===== config.mk =====
export PLATFORM = sky130hd
export DESIGN_NAME = spp_seq
export DESIGN_NICKNAME = d
export VERILOG_FILES = /design/src/rtl/spp_pkg.sv /design/src/rtl/spp_timer.sv /design/src/rtl/spp_ramp.sv /design/src/rtl/spp_seq.sv
export SDC_FILE = /design/constraint.sdc
export NUM_CORES = 1
export LEC_CHECK = 0
export BUFFER_PORTS_ARGS = -buffer_cell sky130_fd_sc_hd__buf_4
export CELL_PAD_IN_SITES_DETAIL_PLACEMENT = 1
export CELL_PAD_IN_SITES_GLOBAL_PLACEMENT = 1
export CORE_MARGIN = 4
export CORE_UTILIZATION = 49
export CTS_BUF_LIST = sky130_fd_sc_hd__clkbuf_16
export DETAILED_ROUTE_END_ITERATION = 10
export GPL_ROUTABILITY_DRIVEN = 0
export MAX_ROUTING_LAYER = met4
export PLACE_DENSITY_LB_ADDON = 0.1
export REMOVE_ABC_BUFFERS = 1
export SYNTH_ARGS = -nofsm -noshare
export SYNTH_HDL_FRONTEND = slang
export SYNTH_SLANG_ARGS = --single-unit

===== constraint.sdc =====
create_clock -name clk -period 53.8 [get_ports clk]
set_input_delay 8.07 -clock clk [delete_from_list [all_inputs] [get_ports clk]]
set_output_delay 8.07 -clock clk [all_outputs]
set_load 0.05 [all_outputs]

===== src/rtl/spp_pkg.sv =====
package spp_pkg;
   typedef enum logic [2:0] {
      S_IDLE,
      S_WRITE,
      S_GAP,
      S_RWAIT,
      S_READ,
      S_NEXT
   } spp_state_e;
endpackage


===== src/rtl/spp_timer.sv =====
module spp_timer #(
   parameter int TW = 8
) (
   input  logic          clk,
   input  logic          rst_n,
   input  logic          load,
   input  logic [TW-1:0] load_val,
   output logic          expired
);
   logic [TW-1:0] cnt;

   always_ff @(posedge clk) begin
      if (!rst_n)
         cnt <= '0;
      else if (load)
         cnt <= load_val;
      else if (cnt != '0)
         cnt <= cnt - TW'(1);
   end

   assign expired = (cnt == '0);
endmodule


===== src/rtl/spp_ramp.sv =====
module spp_ramp #(
   parameter int DAC_W = 12,
   parameter int NW    = 8,
   parameter int SPAN  = 1200
) (
   input  logic             clk,
   input  logic             rst_n,
   input  logic             load,
   input  logic             adv,
   input  logic [NW-1:0]    n_in,
   output logic [DAC_W-1:0] off
);
   localparam int WW = (DAC_W > NW) ? DAC_W : NW;

   logic [WW-1:0] span_w, den_c, q_c, rem_c;
   logic [WW-1:0] q_r, rem_r, den_r, acc_r;
   logic [WW:0]   sum;
   logic [DAC_W-1:0] off_r;

   assign span_w = WW'(SPAN);
   assign den_c  = (n_in < NW'(2)) ? WW'(1) : (WW'(n_in) - WW'(1));
   assign q_c    = span_w / den_c;
   assign rem_c  = span_w % den_c;
   assign sum    = {1'b0, acc_r} + {1'b0, rem_r};

   always_ff @(posedge clk) begin
      if (!rst_n) begin
         q_r   <= '0;
         rem_r <= '0;
         den_r <= '0;
         acc_r <= '0;
         off_r <= '0;
      end else if (load) begin
         q_r   <= q_c;
         rem_r <= rem_c;
         den_r <= den_c;
         acc_r <= '0;
         off_r <= '0;
      end else if (adv) begin
         if (sum >= {1'b0, den_r}) begin
            acc_r <= WW'(sum - {1'b0, den_r});
            off_r <= off_r + DAC_W'(q_r) + DAC_W'(1);
         end else begin
            acc_r <= WW'(sum);
            off_r <= off_r + DAC_W'(q_r);
         end
      end
   end

   assign off = off_r;


   off_le_span_chk: assert property (@(posedge clk) disable iff (!rst_n)
      off_r <= DAC_W'(SPAN));
endmodule


===== src/rtl/spp_seq.sv =====
module spp_seq
   import spp_pkg::*;
#(
   parameter int DAC_W    = 12,
   parameter int ADC_W    = 12,
   parameter int NW       = 8,
   parameter int CW       = 16,
   parameter int CNT_W    = 32,
   parameter int CLK_MHZ  = 100,
   parameter int PULSE_NS = 200,
   parameter int DELAY_US = 100,
   parameter int GAP_CYC  = 2,
   parameter int WL_LO    = 1200,
   parameter int WL_HI    = 2400,
   parameter int DRIVE    = 2000,
   parameter int RD_BIAS  = 100,
   parameter int WL_RD    = 1200
) (
   input  logic             clk,
   input  logic             rst_n,
   input  logic             start,
   input  logic             abort,
   input  logic [NW-1:0]    cfg_npulse,
   input  logic [CW-1:0]    cfg_cycles,
   input  logic [ADC_W-1:0] adc_data,
   output logic [DAC_W-1:0] wl_code,
   output logic [DAC_W-1:0] sl_code,
   output logic [DAC_W-1:0] bl_code,
   output logic             wr_en,
   output logic             wr_reset,
   output logic             rd_strobe,
   output logic             rd_valid,
   output logic [ADC_W-1:0] rd_data,
   output logic [NW:0]      rd_index,
   output logic             busy,
   output logic             cycle_done,
   output logic [CNT_W-1:0] upd_count
);
   localparam int PULSE_CYC = CLK_MHZ * PULSE_NS / 1000;
   localparam int DELAY_CYC = CLK_MHZ * DELAY_US;
   localparam int SPAN      = WL_HI - WL_LO;
   localparam int TMAX_A    = (PULSE_CYC > DELAY_CYC) ? PULSE_CYC : DELAY_CYC;
   localparam int TMAX      = (TMAX_A > GAP_CYC) ? TMAX_A : GAP_CYC;
   localparam int TW        = $clog2(TMAX + 1);
   localparam int IW        = NW + 1;

   if (PULSE_CYC < 1) begin : g_bad_pulse
      $error("pulse width shorter than one clock");
   end
   if (DELAY_CYC < 1) begin : g_bad_delay
      $error("settle delay shorter than one clock");
   end
   if (GAP_CYC < 1) begin : g_bad_gap
      $error("reset-to-set gap must be at least one clock");
   end
   if (WL_HI <= WL_LO || WL_HI >= (1 << DAC_W)) begin : g_bad_wl
      $error("word-line range does not fit the DAC");
   end
   if (DRIVE >= (1 << DAC_W) || RD_BIAS >= (1 << DAC_W) || WL_RD >= (1 << DAC_W)) begin : g_bad_bias
      $error("bias code does not fit the DAC");
   end
   if (NW < 2) begin : g_bad_nw
      $error("pulse count field too narrow");
   end

   spp_state_e    st;
   logic [NW-1:0] n_r, k, n_clamp, ramp_n;
   logic [CW-1:0] cyc_left;
   logic          dep, sub;
   logic          last_k;
   logic          t_load, t_exp;
   logic [TW-1:0] t_val;
   logic          r_load, r_adv;
   logic [DAC_W-1:0] off;

   assign n_clamp = (cfg_npulse < NW'(2)) ? NW'(2) : cfg_npulse;
   assign ramp_n  = (st == S_IDLE) ? n_clamp : n_r;
   assign last_k  = (k == n_r - NW'(1));

   // timer load points: entry to a pulse, a gap or a settle delay
   always_comb begin
      t_load = 1'b0;
      t_val  = TW'(PULSE_CYC - 1);
      if (!abort) begin
         unique case (st)
            S_IDLE:  t_load = start;
            S_GAP:   t_load = t_exp;
            S_NEXT:  t_load = 1'b1;
            S_WRITE: begin
               t_load = t_exp;
               t_val  = (dep && !sub) ? TW'(GAP_CYC - 1) : TW'(DELAY_CYC - 1);
            end
            default: t_load = 1'b0;
         endcase
      end
   end

   assign r_load = !abort && (((st == S_IDLE) && start) || ((st == S_NEXT) && last_k));
   assign r_adv  = !abort && (st == S_NEXT) && !last_k;

   spp_timer #(.TW(TW)) u_timer (
      .clk      (clk),
      .rst_n    (rst_n),
      .load     (t_load),
      .load_val (t_val),
      .expired  (t_exp)
   );

   spp_ramp #(.DAC_W(DAC_W), .NW(NW), .SPAN(SPAN)) u_ramp (
      .clk   (clk),
      .rst_n (rst_n),
      .load  (r_load),
      .adv   (r_adv),
      .n_in  (ramp_n),
      .off   (off)
   );

   always_ff @(posedge clk) begin
      if (!rst_n) begin
         st         <= S_IDLE;
         n_r        <= NW'(2);
         k          <= '0;
         cyc_left   <= '0;
         dep        <= 1'b0;
         sub        <= 1'b0;
         rd_valid   <= 1'b0;
         rd_data    <= '0;
         rd_index   <= '0;
         cycle_done <= 1'b0;
         upd_count  <= '0;
      end else begin
         rd_valid   <= 1'b0;
         cycle_done <= 1'b0;
         if (abort) begin
            st <= S_IDLE;
         end else begin
            unique case (st)
               S_IDLE: if (start) begin
                  n_r      <= n_clamp;
                  cyc_left <= cfg_cycles;
                  k        <= '0;
                  dep      <= 1'b0;
                  sub      <= 1'b0;
                  st       <= S_WRITE;
               end
               S_WRITE: if (t_exp) begin
                  upd_count <= upd_count + CNT_W'(1);
                  if (dep && !sub) begin
                     sub <= 1'b1;
                     st  <= S_GAP;
                  end else begin
                     st  <= S_RWAIT;
                  end
               end
               S_GAP:   if (t_exp) st <= S_WRITE;
               S_RWAIT: if (t_exp) st <= S_READ;
               S_READ: begin
                  rd_data  <= adc_data;
                  rd_index <= dep ? (IW'(n_r) + IW'(k)) : IW'(k);
                  rd_valid <= 1'b1;
                  st       <= S_NEXT;
               end
               S_NEXT: begin
                  sub <= 1'b0;
                  if (last_k) begin
                     k <= '0;
                     if (!dep) begin
                        dep <= 1'b1;
                        st  <= S_WRITE;
                     end else begin
                        dep        <= 1'b0;
                        cycle_done <= 1'b1;
                        if (cyc_left == CW'(1)) begin
                           st <= S_IDLE;
                        end else begin
                           if (cyc_left != '0) cyc_left <= cyc_left - CW'(1);
                           st <= S_WRITE;
                        end
                     end
                  end else begin
                     k  <= k + NW'(1);
                     st <= S_WRITE;
                  end
               end
               default: st <= S_IDLE;
            endcase
         end
      end
   end

   // drive decode from the current step
   always_comb begin
      wl_code   = '0;
      sl_code   = '0;
      bl_code   = '0;
      wr_en     = 1'b0;
      wr_reset  = 1'b0;
      rd_strobe = 1'b0;
      if (st == S_WRITE) begin
         wr_en   = 1'b1;
         sl_code = DAC_W'(DRIVE);
         bl_code = DAC_W'(DRIVE);
         if (!dep)
            wl_code = DAC_W'(WL_LO) + off;
         else if (!sub) begin
            wl_code  = DAC_W'(WL_HI);
            wr_reset = 1'b1;
         end else
            wl_code = DAC_W'(WL_HI) - off;
      end else if (st == S_READ) begin
         wl_code   = DAC_W'(WL_RD);
         sl_code   = DAC_W'(RD_BIAS);
         rd_strobe = 1'b1;
      end
   end

   assign busy = (st != S_IDLE);


   upd_step_chk: assert property (@(posedge clk) disable iff (!rst_n)
      (upd_count != $past(upd_count)) |->
         ((upd_count == $past(upd_count) + CNT_W'(1)) && $past(wr_en)));


   rd_after_strobe_chk: assert property (@(posedge clk) disable iff (!rst_n)
      rd_valid |-> $past(rd_strobe));


   read_after_settle_chk: assert property (@(posedge clk) disable iff (!rst_n)
      rd_strobe |-> !$past(wr_en));


   done_after_read_chk: assert property (@(posedge clk) disable iff (!rst_n)
      cycle_done |-> $past(rd_valid));


   abort_idle_chk: assert property (@(posedge clk) disable iff (!rst_n)
      abort |=> (!busy && !wr_en && !rd_strobe && (wl_code == '0) && !rd_valid && !cycle_done));
endmodule


### Word-level counts from Yosys, hierarchy flattened

Cells that the tools add are included.
Widths: inputs -> output; s select.

| word-level totals | value |
|---|---|
| output and inout bits | 95 |
| bits in registers | 166 |
| logic and storage cells | 137 |
| bits of input ports | 40 |

| operators by class | value |
|---|---|
| add/subtract/negate cells | 13 |
| $lt $le $gt $ge | 3 |
| equal/unequal tests | 16 |
| div/mod/pow operators | 2 |
| reductions and logical operators | 30 |
| bitwise operators | 4 |
| muxes and demuxes | 52 |

Operators by type and width:

| cell | count |
|---|---|
| $mux 16 | 5 |
| $mux 12 | 6 |
| $mux 14 | 5 |
| $mux 11 | 3 |
| $add 32x1->32 const B | 1 |
| $mux 8 | 4 |
| $pmux 16 s2 | 1 |
| $pmux 3 s6 | 1 |
| $eq 16x1->1 const B | 1 |
| $lt 8x2->1 const B | 2 |
| $mux 1 | 16 |
| $ne 2x2->1 const B | 8 |
| $pmux 8 s2 | 1 |
| $reduce_bool 16->1 | 1 |
| $sub 16x1->16 const B | 1 |
| $mux 3 | 5 |
| $logic_not 14->1 | 1 |
| $reduce_bool 14->1 | 1 |
| $sub 14x1->14 const B | 1 |
| $add 12x12->13 | 1 |
| $ge 13x12->1 | 1 |
| $add 11x12->12 const A | 1 |
| $add 12x1->12 const B | 1 |
| $add 12x12->12 | 1 |
| other kinds (31) | 51 |

### Longest topological paths before layout

Gate-level depths: netlist of run 1.

| logic depth | value |
|---|---|
| depth in word-level cells | 6 |
| gate-level depth with buffers | 106 |
| depth with buffers taken out | 94 |

### Cells and area by module

From an unflattened synthesis of run 1, not the netlist that was laid out.

| second synthesis, totals | value |
|---|---|
| cell total of the unflattened synthesis | 1987 |
| area total of the unflattened synthesis | 14875.5 µm² |

Modules (own cells, without submodules):

| module | times used | cells an instance | seq. area each (µm²) | area an instance (µm²) |
|---|---|---|---|---|
| spp_ramp | 1 | 1104 | 1141.1 | 8318.0 |
| spp_seq | 1 | 782 | 1841.8 | 5736.8 |
| spp_timer | 1 | 101 | 280.3 | 820.8 |

### Worst setup path before layout of run 1

No wires, ideal clock.

| timing path | value |
|---|---|
| path kind | input port to flip-flop |
| start point | input port cfg_npulse[4] |
| end point | register u_ramp.rem_r[9] |
| library setup time | 0.133 ns |
| path slack | 26.242 ns |
| stages on the path | 95 |
| buffers on the path | 13 |
| arrival time | 27.424 ns |
| required time | 53.667 ns |
| path through | buf_6 or4_1 buf_2 o32a_1 buf_6 clkinv_2 buf_4 ha_1 clkbuf_1 nor3b_1 xnor2_1 mux2i_1 nand2_1 o211a_1 o31ai_1 nor3_1 ha_1 a21o_1 [59 not listed] a21oi_1 o221ai_1 a221oi_4 buf_2 nor2_1 a31oi_1 inv_1 ha_1 a21o_1 a21o_1 a21o_1 a21oi_1 o21ai_0 a31o_2 and3_1 clkbuf_1 a222oi_1 o41ai_1 |

| between the ends | value |
|---|---|
| cells in the longest elaborated chain, start to end | 6 |
| elaborated cells on any way between the ends | 7 |
| classes of those cells | 1 x add/sub; 1 x div; 2 x order compare; 3 x mux |

Ends and longest elaborated chain:

| what | line | text |
|---|---|---|
| start, declared | spp_seq.sv:23 | `input logic [NW-1:0] cfg_npulse,` |
| $lt 8x2->1 | spp_seq.sv:76 | `assign n_clamp = (cfg_npulse < NW'(2)) ? NW'(2) : cfg_npulse;` |
| $mux 8 * | spp_seq.sv:76 |  |
| $mux 8 * | spp_seq.sv:77 | `assign ramp_n = (st == S_IDLE) ? n_clamp : n_r;` |
| $sub 8x1->9 / $lt 8x2->1 (equally long branches) | spp_ramp.sv:21 | `assign den_c = (n_in < NW'(2)) ? WW'(1) : (WW'(n_in) - WW'(1));` |
| $mux 12 * | spp_ramp.sv:21 |  |
| $mod 11x12->12 * | spp_ramp.sv:23 | `assign rem_c = span_w % den_c;` |
| end signal, assigned | spp_ramp.sv:35 | `rem_r <= rem_c;` |
| end, declared | spp_ramp.sv:16 | `logic [WW-1:0] q_r, rem_r, den_r, acc_r;` |

Mark *: on every way between the ends. The rest lies on a longest branch, timed or not.
A chain may end at the register's enable or synchronous reset.

### Final worst setup path of run 1

| timing path | value |
|---|---|
| start point | input port cfg_npulse[7] |
| end point | register u_ramp.rem_r[9] |

The elaborated chain is that of the path after synthesis.

==> results.toml, run 1 <==
[global_routing]
antenna_found_initial = 0
grt_max_degree = 88
grt.total_usage = 0.2857
grt_first_pass_wirelength_um = 76830
grt.overflow.total = 0
grt_pass1_vias = 14780

[critical_path]
max_stage_delay_ps = 880
end_kind = "flop"
required_ps = 54100
ff2ff_path_depth = 86
worstSetupStartpointType = "input pin"
critPathMaxFanout = 19
critPathSlowestCell = "o41ai_4"
arrival_ps = 31290
r2r_start = "st[1]"
criticalPathCategory = "in -> reg"
crit_top_cell = "ha_1"
startpoint = "cfg_npulse[7]"

[drt]
drtIter0Drc = 893
dr.pass1.iters = 5
drc_errors = 0
vias = 14570
drtAntennaViolNets = 0
via_per_inst = 6.160
wl_per_cell_um = 19.85
wl_um = 46950

[synth]
synth.ff_latch_count = 163
syn_avg_cell_area_um2 = 7.651
ys_seq_area_frac = 0.2232
synthCells = 1911
synthArstFlopShare = 0
synth_edf_count = 0
yosysWarnings = 0
syn_area_um2 = 14620
synth_flop_cell = "dfxtp_1"
ys_types = 90

[placed_design]
pre_cts_slack_ps = 22830
place_hpwl_um = 35800
io_buffers = 124
place_inst = 2334
placed_area_um2 = 15680

[timing]
finalWorstSetupSlack_ps = 22810
finalSetupViolCount = 0
slew_headroom = 0.1793
hold_viol = 0
timing.fmax_ghz = 0.03227
fin_crit_sh = 0.5761
finalMaxSlewViolations = 0
tns_ps = 0
rsz0062_at_grt = "false"
finalCriticalPeriod_ps = 30990
worstMarginPinSlew_ps = 1230
clock_skew_ps = 10.74

[floorplan]
top_level_ports = 135
rows = 62
die_w_um = 180.7
die_h_um = 180.7
die-area_um2 = 32670
core_area_um2 = 29090
initial_core_util = 0.5026

[cells_and_area]
syn2layout_area_growth_pct = 10.87
regArea_um2 = 3263
postLayoutCellArea_um2 = 16210
mostFrequentLayoutCell = "nand2_1"
final_cell_mix = "nand2_1 (206), dfxtp_1 (163), nor2_1 (161)"
fin_nets = 2135
diodes = 0
drive_gt1_frac = 0.1125
multiInputGateArea_um2 = 10600
layout.cells.non_filler = 2366
nFillCells = 3700

[cts]
clkSinkCount = 163
cts_buffers = 17
ctsHtreeMaxLevel = 4
cts_hold_buf = 0
clk_latency_ps = 440
clkTransAtPathRegs_ps = 70
tritoncts = "yes"
cts_root_buf = "clkbuf_16"
clk_path_buf_depth = 2
post_cts_buffers = 0
cts_resized = 0

[hold_path]
min_path_type = "reg -> reg"
worstHoldStart = "rd_index[8]"
min_path_cells = 2

[status]
status = "finished, final reports clean"

[run]
drv_cap = 0
## routing by layer
| layer | track usage | part of all wire | vias to the layer above |
|---|---|---|---|
| met1 | 0.3605 | 0.45 | 7149 |
| li1 | - | - | 6972 |
| met4 | 0.07895 | 0.022 | 0 |
| met3 | 0.03338 | 0.041 | 77 |
| met5 | - | 0 | - |
| met2 | 0.4856 | 0.48 | 376 |
## through the flow
stage,hold slack [ps],utilization
6_report,465.1,0.5572
5_1_grt,496.3,0.5572
4_1_cts,470.5,0.5572
2_1_floorplan,430.7,-
3_5_place_dp,462.8,0.5389
3_3_place_gp,449.6,0.5389
## final timing paths
path	end	slack [ps]
max	u_ramp.rem_r[9]	22810
min	rd_index[8]	470
max reg2reg	u_ramp.rem_r[9]	30140
min reg2reg	rd_index[8]	470
## flip-flops by register name, summed over array words and instances, names as in the netlist, 12 cells and up
signal	count
cyc_left	16
u_ramp.rem_r	12
u_ramp.q_r	12
u_ramp.acc_r	12
u_ramp.off	12
upd_count	32
u_timer.cnt	14
rd_data	12
## kinds of logic (layout without fill, tap and decap cells)
kind of cell / Yosys count / in the layout / synth area share
simple gates: 709 / 709 / 0.2386
flops: 163 / 163 / 0.2232
buf+inv: 186 / 247 / 0.05580
xor+xnor: 158 / 158 / 0.09465
compound gates: 530 / 530 / 0.2507
fa+ha+maj: 126 / 126 / 0.1099
mux: 38 / 38 / 0.02696
other cells: 1 / 11 / 0.0002565
## cells in the mapped netlist, types with 10 or more instances
library cell | n | area share
a211oi_1 | 25 | 0.013
a21boi_0 | 37 | 0.019
a21o_1 | 38 | 0.020
a21oi_1 | 121 | 0.041
a31oi_1 | 33 | 0.014
and2_1 | 60 | 0.026
and3_1 | 29 | 0.012
buf_4 | 25 | 0.013
clkbuf_1 | 70 | 0.018
dfxtp_1 | 163 | 0.22
ha_1 | 122 | 0.10
inv_1 | 74 | 0.019
mux2_2 | 11 | 0.0085
mux2i_1 | 27 | 0.018
nand2_1 | 206 | 0.053
nand2b_1 | 18 | 0.0077
nand3_1 | 46 | 0.016
nand4_1 | 24 | 0.010
nor2_1 | 162 | 0.042
nor2b_1 | 26 | 0.011
nor3_1 | 55 | 0.019
nor4_1 | 18 | 0.0077
o211a_1 | 15 | 0.010
o211ai_1 | 15 | 0.0077
o21a_1 | 15 | 0.0077
o21ai_0 | 98 | 0.034
o21bai_1 | 26 | 0.013
o31ai_1 | 12 | 0.0062
or2_2 | 13 | 0.0056
or3_1 | 10 | 0.0043
xnor2_1 | 103 | 0.062
xor2_1 | 55 | 0.033
## worst max-delay path: cells and delay by family
family | cells | cell delay [ps]
simple gates | 25 | 6140
fa+ha+maj | 11 | 3610
xor+xnor | 1 | 160
compound gates | 42 | 11730
mux | 2 | 520
buf+inv | 6 | 1000
## final cells by class
| type | instances | area share |
|---|---|---|
| tap | 384 | 0.02964 |
| sequential | 163 | 0.2013 |
| inverter | 76 | 0.01768 |
| clock buffer | 17 | 0.02624 |
| timing repair buffer | 139 | 0.06438 |
| multi-input combinational | 1572 | 0.6541 |
| clock inverter | 15 | 0.006638 |
Power of run 1 is left out: the tool's default activity adds up to more than one toggle a clock period on the data nets, which glitch-free logic cannot reach.
==> run 2, diff against run 1 <==
--- a/config.mk
+++ b/config.mk
@@ -9,7 +9,7 @@
 export CELL_PAD_IN_SITES_DETAIL_PLACEMENT = 1
 export CELL_PAD_IN_SITES_GLOBAL_PLACEMENT = 1
 export CORE_MARGIN = 4
-export CORE_UTILIZATION = 49
+export CORE_UTILIZATION = 41
 export CTS_BUF_LIST = sky130_fd_sc_hd__clkbuf_16
 export DETAILED_ROUTE_END_ITERATION = 10
 export GPL_ROUTABILITY_DRIVEN = 0
==> constraint.sdc (replaced) <==
create_clock -name clk -period 26.4 [get_ports clk]
set_input_delay 3.96 -clock clk [delete_from_list [all_inputs] [get_ports clk]]
set_output_delay 3.96 -clock clk [all_outputs]
set_load 0.05 [all_outputs]
==> run 2 against run 1 <==
  * First-iteration DRC count decreased by 15%
  * Via count decreased by 2.0%
  * Die area increased by 19%
  * Cell area increased by 2.1%
  * Wire length decreased by 0.64%
  * Final cell count increased by 3.4%
  * Sequential share of layout area decreased by 0.42 points
  * Utilization decreased by 8.3 points
  * Hold slack improved by 2.8 ps
  * Critical path type unchanged
  * Highest routed layer unchanged
==> results.toml, run 2 (synthesis results as in run 1) <==
[status]
status = "finished, final reports clean"

[floorplan]
top_level_ports = 135
initial_core_util = 0.4191
die_w_um = 196.8
core_area_um2 = 34880
die_h_um = 196.8
rows = 68
die-area_um2 = 38740

[critical_path]
worstSetupStartpointType = "input pin"
r2r_start = "st[1]"
crit_top_cell = "ha_1"
critPathBufInv = 4
ff2ff_path_depth = 83
critPathSlowestCell = "or4_1"
arrival_ps = 25340
r2r_end = "u_ramp.rem_r[9]"
end_kind = "flop"
critPathMaxFanout = 13
crit_family = "compound AO/OA/AOI/OAI gates"
r2r_slack_ps = 4410
max_stage_delay_ps = 640
criticalPathCategory = "in -> reg"
required_ps = 26700

[global_routing]
grt.overflow.total = 0
grt_pass1_vias = 14320
grt_first_pass_wirelength_um = 75580
antenna_found_initial = 0
grt.total_usage = 0.2405
grt_max_degree = 96

[cts]
clkSinkCount = 163
tritoncts = "yes"
clk_path_buf_depth = 2
clkTransAtPathRegs_ps = 70
clk_latency_ps = 440
cts_buffers = 17
cts_root_buf = "clkbuf_16"
ctsHtreeMaxLevel = 4

[run]
drv_cap = 0

[hold_path]
min_path_cells = 2
hold_path_end = "u_timer.cnt[12]"
min_path_type = "reg -> reg"
worstHoldStart = "u_timer.cnt[12]"

[placed_design]
place_hpwl_um = 35870
io_buffers = 124
pre_cts_slack_ps = 544.7

[cells_and_area]
mostFrequentLayoutCell = "nand2_1"
reg.largest.list = "upd_count (32), cyc_left (16), u_timer.cnt (14)"
largest_reg_flops = 32
drive_gt1_frac = 0.1215
final_cell_mix = "nand2_1 (206), dfxtp_1 (163), nor2_1 (160)"
fin_nets = 2146
syn2layout_area_growth_pct = 13.21
nFillCells = 4333
diodes = 0
top_register = "upd_count"

[timing]
worstMarginPinSlew_ps = 1153
finalCriticalPeriod_ps = 25040
timing.fmax_ghz = 0.03994
finalSetupViolCount = 0
slew_headroom = 0.2286
clock_skew_ps = 12.83
finalMaxSlewViolations = 0
finalWorstSetupSlack_ps = 1359
fin_crit_sh = 0.9485
hold_viol = 0

[drt]
drtIter0Drc = 755
dr.pass1.iters = 5
drtAntennaViolNets = 0
via_per_inst = 5.838
wl_per_cell_um = 19.07
drc_errors = 0
wl_um = 46650
vias = 14290
run 2: final cells by class:
type                            instances  area, um^2  area share
Multi-Input combinational cell       1572       10660      0.6439
Sequential cell                       163        3263      0.1971
Clock inverter                         14       211.5     0.01277
Inverter                               76       286.5     0.01731
Tap cell                              455       569.3     0.03439
Clock buffer                           17       425.4     0.02570
Timing Repair Buffer                  150        1139     0.06879
run 2: worst reg2reg max path: cells and delay by family (launching register included):
family,cells,cell delay [ps]
AOI/OAI and AO/OA,45,10560
adders and majority gates,10,3440
buffers and inverters,2,580
DFF,1,700
and+or+nand+nor,26,6610
run 2: layer usage:
layer | vias up | GRT usage | part of all wire | wire, um
met1 | 6928 | 0.3142 | 0.47 | 22060
met3 | 62 | 0.02513 | 0.038 | 1760
met5 | - | - | 0 | 0
met4 | 0 | 0.06394 | 0.022 | 1022
li1 | 7015 | - | - | -
met2 | 280 | 0.3990 | 0.47 | 21810
run 2: timing repair:
action                                  4_1_cts  5_1_grt
buffers inserted                              0        4
hold buffers                                  0        0
gates resized for setup                       0       12
endpoints found under the setup margin        0       13
run 2: through the flow:
step	hold slack (ps)	util	cell area (um^2)	setup TNS (ps)	std cells
floorplan	430.7	-	14130	0	1811
global placement	447.7	0.4534	15820	0	2412
detailed placement	458.2	0.4534	15820	0	2412
CTS	467.4	0.4717	16450	0	2443
global route	498.1	0.4745	16550	-89.89	2447
finish	467.9	0.4745	16550	0	2447
run 2: how the worst max path moves through the flow:
stage | from | to | cells past startpoint
after detailed placement | cfg_npulse[7] | u_ramp.rem_r[9] | 85
after floorplan | cfg_npulse[7] | u_ramp.rem_r[9] | 86
final | cfg_npulse[7] | u_ramp.rem_r[9] | 88
after global placement | cfg_npulse[7] | u_ramp.rem_r[9] | 83
after global routing | cfg_npulse[7] | u_ramp.rem_r[9] | 88
after CTS | cfg_npulse[7] | u_ramp.rem_r[9] | 85
Power of run 2 is left out for the same reason.
==> run 3, diff against run 2 <==
--- a/config.mk
+++ b/config.mk
@@ -9,10 +9,11 @@
 export CELL_PAD_IN_SITES_DETAIL_PLACEMENT = 1
 export CELL_PAD_IN_SITES_GLOBAL_PLACEMENT = 1
 export CORE_MARGIN = 4
-export CORE_UTILIZATION = 41
+export CORE_UTILIZATION = 46
 export CTS_BUF_LIST = sky130_fd_sc_hd__clkbuf_16
 export DETAILED_ROUTE_END_ITERATION = 10
 export GPL_ROUTABILITY_DRIVEN = 0
+export GPL_TIMING_DRIVEN = 0
 export MAX_ROUTING_LAYER = met4
 export PLACE_DENSITY_LB_ADDON = 0.1
 export REMOVE_ABC_BUFFERS = 1
==> constraint.sdc (replaced) <==
create_clock -name clk -period 24.7 [get_ports clk]
set_input_delay 3.705 -clock clk [delete_from_list [all_inputs] [get_ports clk]]
set_output_delay 3.705 -clock clk [all_outputs]
set_load 0.05 [all_outputs]
==> run 3 against run 2 <==
  * Non-clock buffer count did not move
  * Hold slack got worse by 2.6 ps
  * Critical path depth fell by 3
  * First-iteration DRC count fell by 11%
  * Utilization rose by 6.1 points
  * Via count rose by 0.43%
  * Highest routed layer unchanged
  * Clock skew fell by 3.5 ps
  * Register-to-register slack got worse by 1300 ps
  * Cell area rose by 1.9%
  * Wire length fell by 1.6%
==> results.toml, run 3 (synthesis results as in run 1) <==
[status]
status = "finished, final reports clean"

[cells_and_area]
syn2layout_area_growth_pct = 15.37
multiInputGateArea_um2 = 10960
top_register = "upd_count"
drive_gt1_frac = 0.1405
reg.largest.list = "upd_count (32), cyc_left (16), u_timer.cnt (14)"
nFillCells = 3880
layout.cells.non_filler = 2395
largest_reg_flops = 32
fin_nets = 2147
diodes = 0
regArea_um2 = 3263
final_cell_mix = "nand2_1 (205), dfxtp_1 (163), nor2_1 (157)"
mostFrequentLayoutCell = "nand2_1"

[timing]
finalCriticalPeriod_ps = 23780
finalSetupViolCount = 0
fin_crit_sh = 0.9626
finalMaxSlewViolations = 0
hold_viol = 0
clock_skew_ps = 9.372
finalWorstSetupSlack_ps = 923.4
slew_headroom = 0.1386
worstMarginPinSlew_ps = 1290
timing.fmax_ghz = 0.04206

[cts]
cts_root_buf = "clkbuf_16"
cts_hold_buf = 0
ctsHtreeMaxLevel = 4
clk_path_buf_depth = 2
clkSinkCount = 163
clk_latency_ps = 440
clkTransAtPathRegs_ps = 70
tritoncts = "yes"
cts_buffers = 17

[floorplan]
top_level_ports = 135
rows = 65
die_h_um = 186.3
die_w_um = 186.3
core_area_um2 = 31470
initial_core_util = 0.4645
die-area_um2 = 34700

[critical_path]
required_ps = 25000
critPathBufInv = 5
criticalPathCategory = "in -> reg"
max_stage_delay_ps = 600
startpoint = "cfg_npulse[7]"
worstSetupStartpointType = "input pin"
crit_top_cell = "ha_1"
r2r_start = "st[1]"
critPathMaxFanout = 13
crit_family = "compound AO/OA/AOI/OAI gates"
critPathSlowestCell = "or4_4"
end_kind = "flop"
arrival_ps = 24070

[drt]
drtIter0Drc = 670
wl_per_cell_um = 19.16
drtAntennaViolNets = 0
drc_errors = 0
vias = 14350
dr.pass1.iters = 4
via_per_inst = 5.990
wl_um = 45900

[placed_design]
io_buffers = 124
place_hpwl_um = 33950
place_inst = 2343
pre_cts_slack_ps = -3998

[global_routing]
grt_pass1_vias = 14480
grt_first_pass_wirelength_um = 74520
antenna_found_initial = 0
grt_max_degree = 126
grt.total_usage = 0.2668
grt.overflow.total = 0

[hold_path]
worstHoldStart = "rd_data[1]"
min_path_type = "reg -> reg"

[run]
drv_cap = 0
run 3: worst paths after layout:
kind	end	slack, ps	cells after the start
worst max-delay path	u_ramp.rem_r[9]	920	85
worst min-delay path	rd_data[1]	470	2
worst max register to register	u_ramp.rem_r[9]	3130	79
worst min register to register	rd_data[1]	470	2
run 3: timing repair:
item	in CTS	in global routing
gates resized for setup	28	44
setup endpoints to repair	14	13
setup buffers	12	8
pin swaps	5	12
hold endpoints to repair	0	0
cloned	0	1
run 3: tightest hold or removal path: cells and delay by family, from the launching register on:
| family | cells | cell delay [ps] |
|---|---|---|
| AND/OR/NAND/NOR | 1 | 50 |
| AO/OA/AOI/OAI | 1 | 60 |
| flip-flops | 1 | 310 |
run 3: cell type report:
class | count | area share
Clock buffer | 17 | 0.02522
Sequential cell | 163 | 0.1935
Clock inverter | 14 | 0.01528
Tap cell | 402 | 0.02982
Inverter | 76 | 0.01728
Timing Repair Buffer | 150 | 0.06936
Multi-Input combinational cell | 1573 | 0.6496
run 3: stage by stage:
stage | utilization | instance area (um^2) | setup TNS [ps] | hold WS [ps]
floorplan | - | 14130 | 0 | 430.7
global placement | 0.4945 | 15560 | -50060 | 442.4
finish | 0.5359 | 16870 | 0 | 465.3
global route | 0.5359 | 16870 | -451.4 | 498.3
CTS | 0.5269 | 16580 | 0 | 471.5
detailed placement | 0.4976 | 15660 | -48980 | 459.0
run 3: layer usage:
metal | vias up | global-route usage | share of wire
li1 | 6995 | - | -
met1 | 7003 | 0.3393 | 0.46
met2 | 279 | 0.4519 | 0.48
met3 | 70 | 0.03014 | 0.037
met4 | 0 | 0.07082 | 0.020
met5 | - | - | 0
Power of run 3 is left out for the same reason.
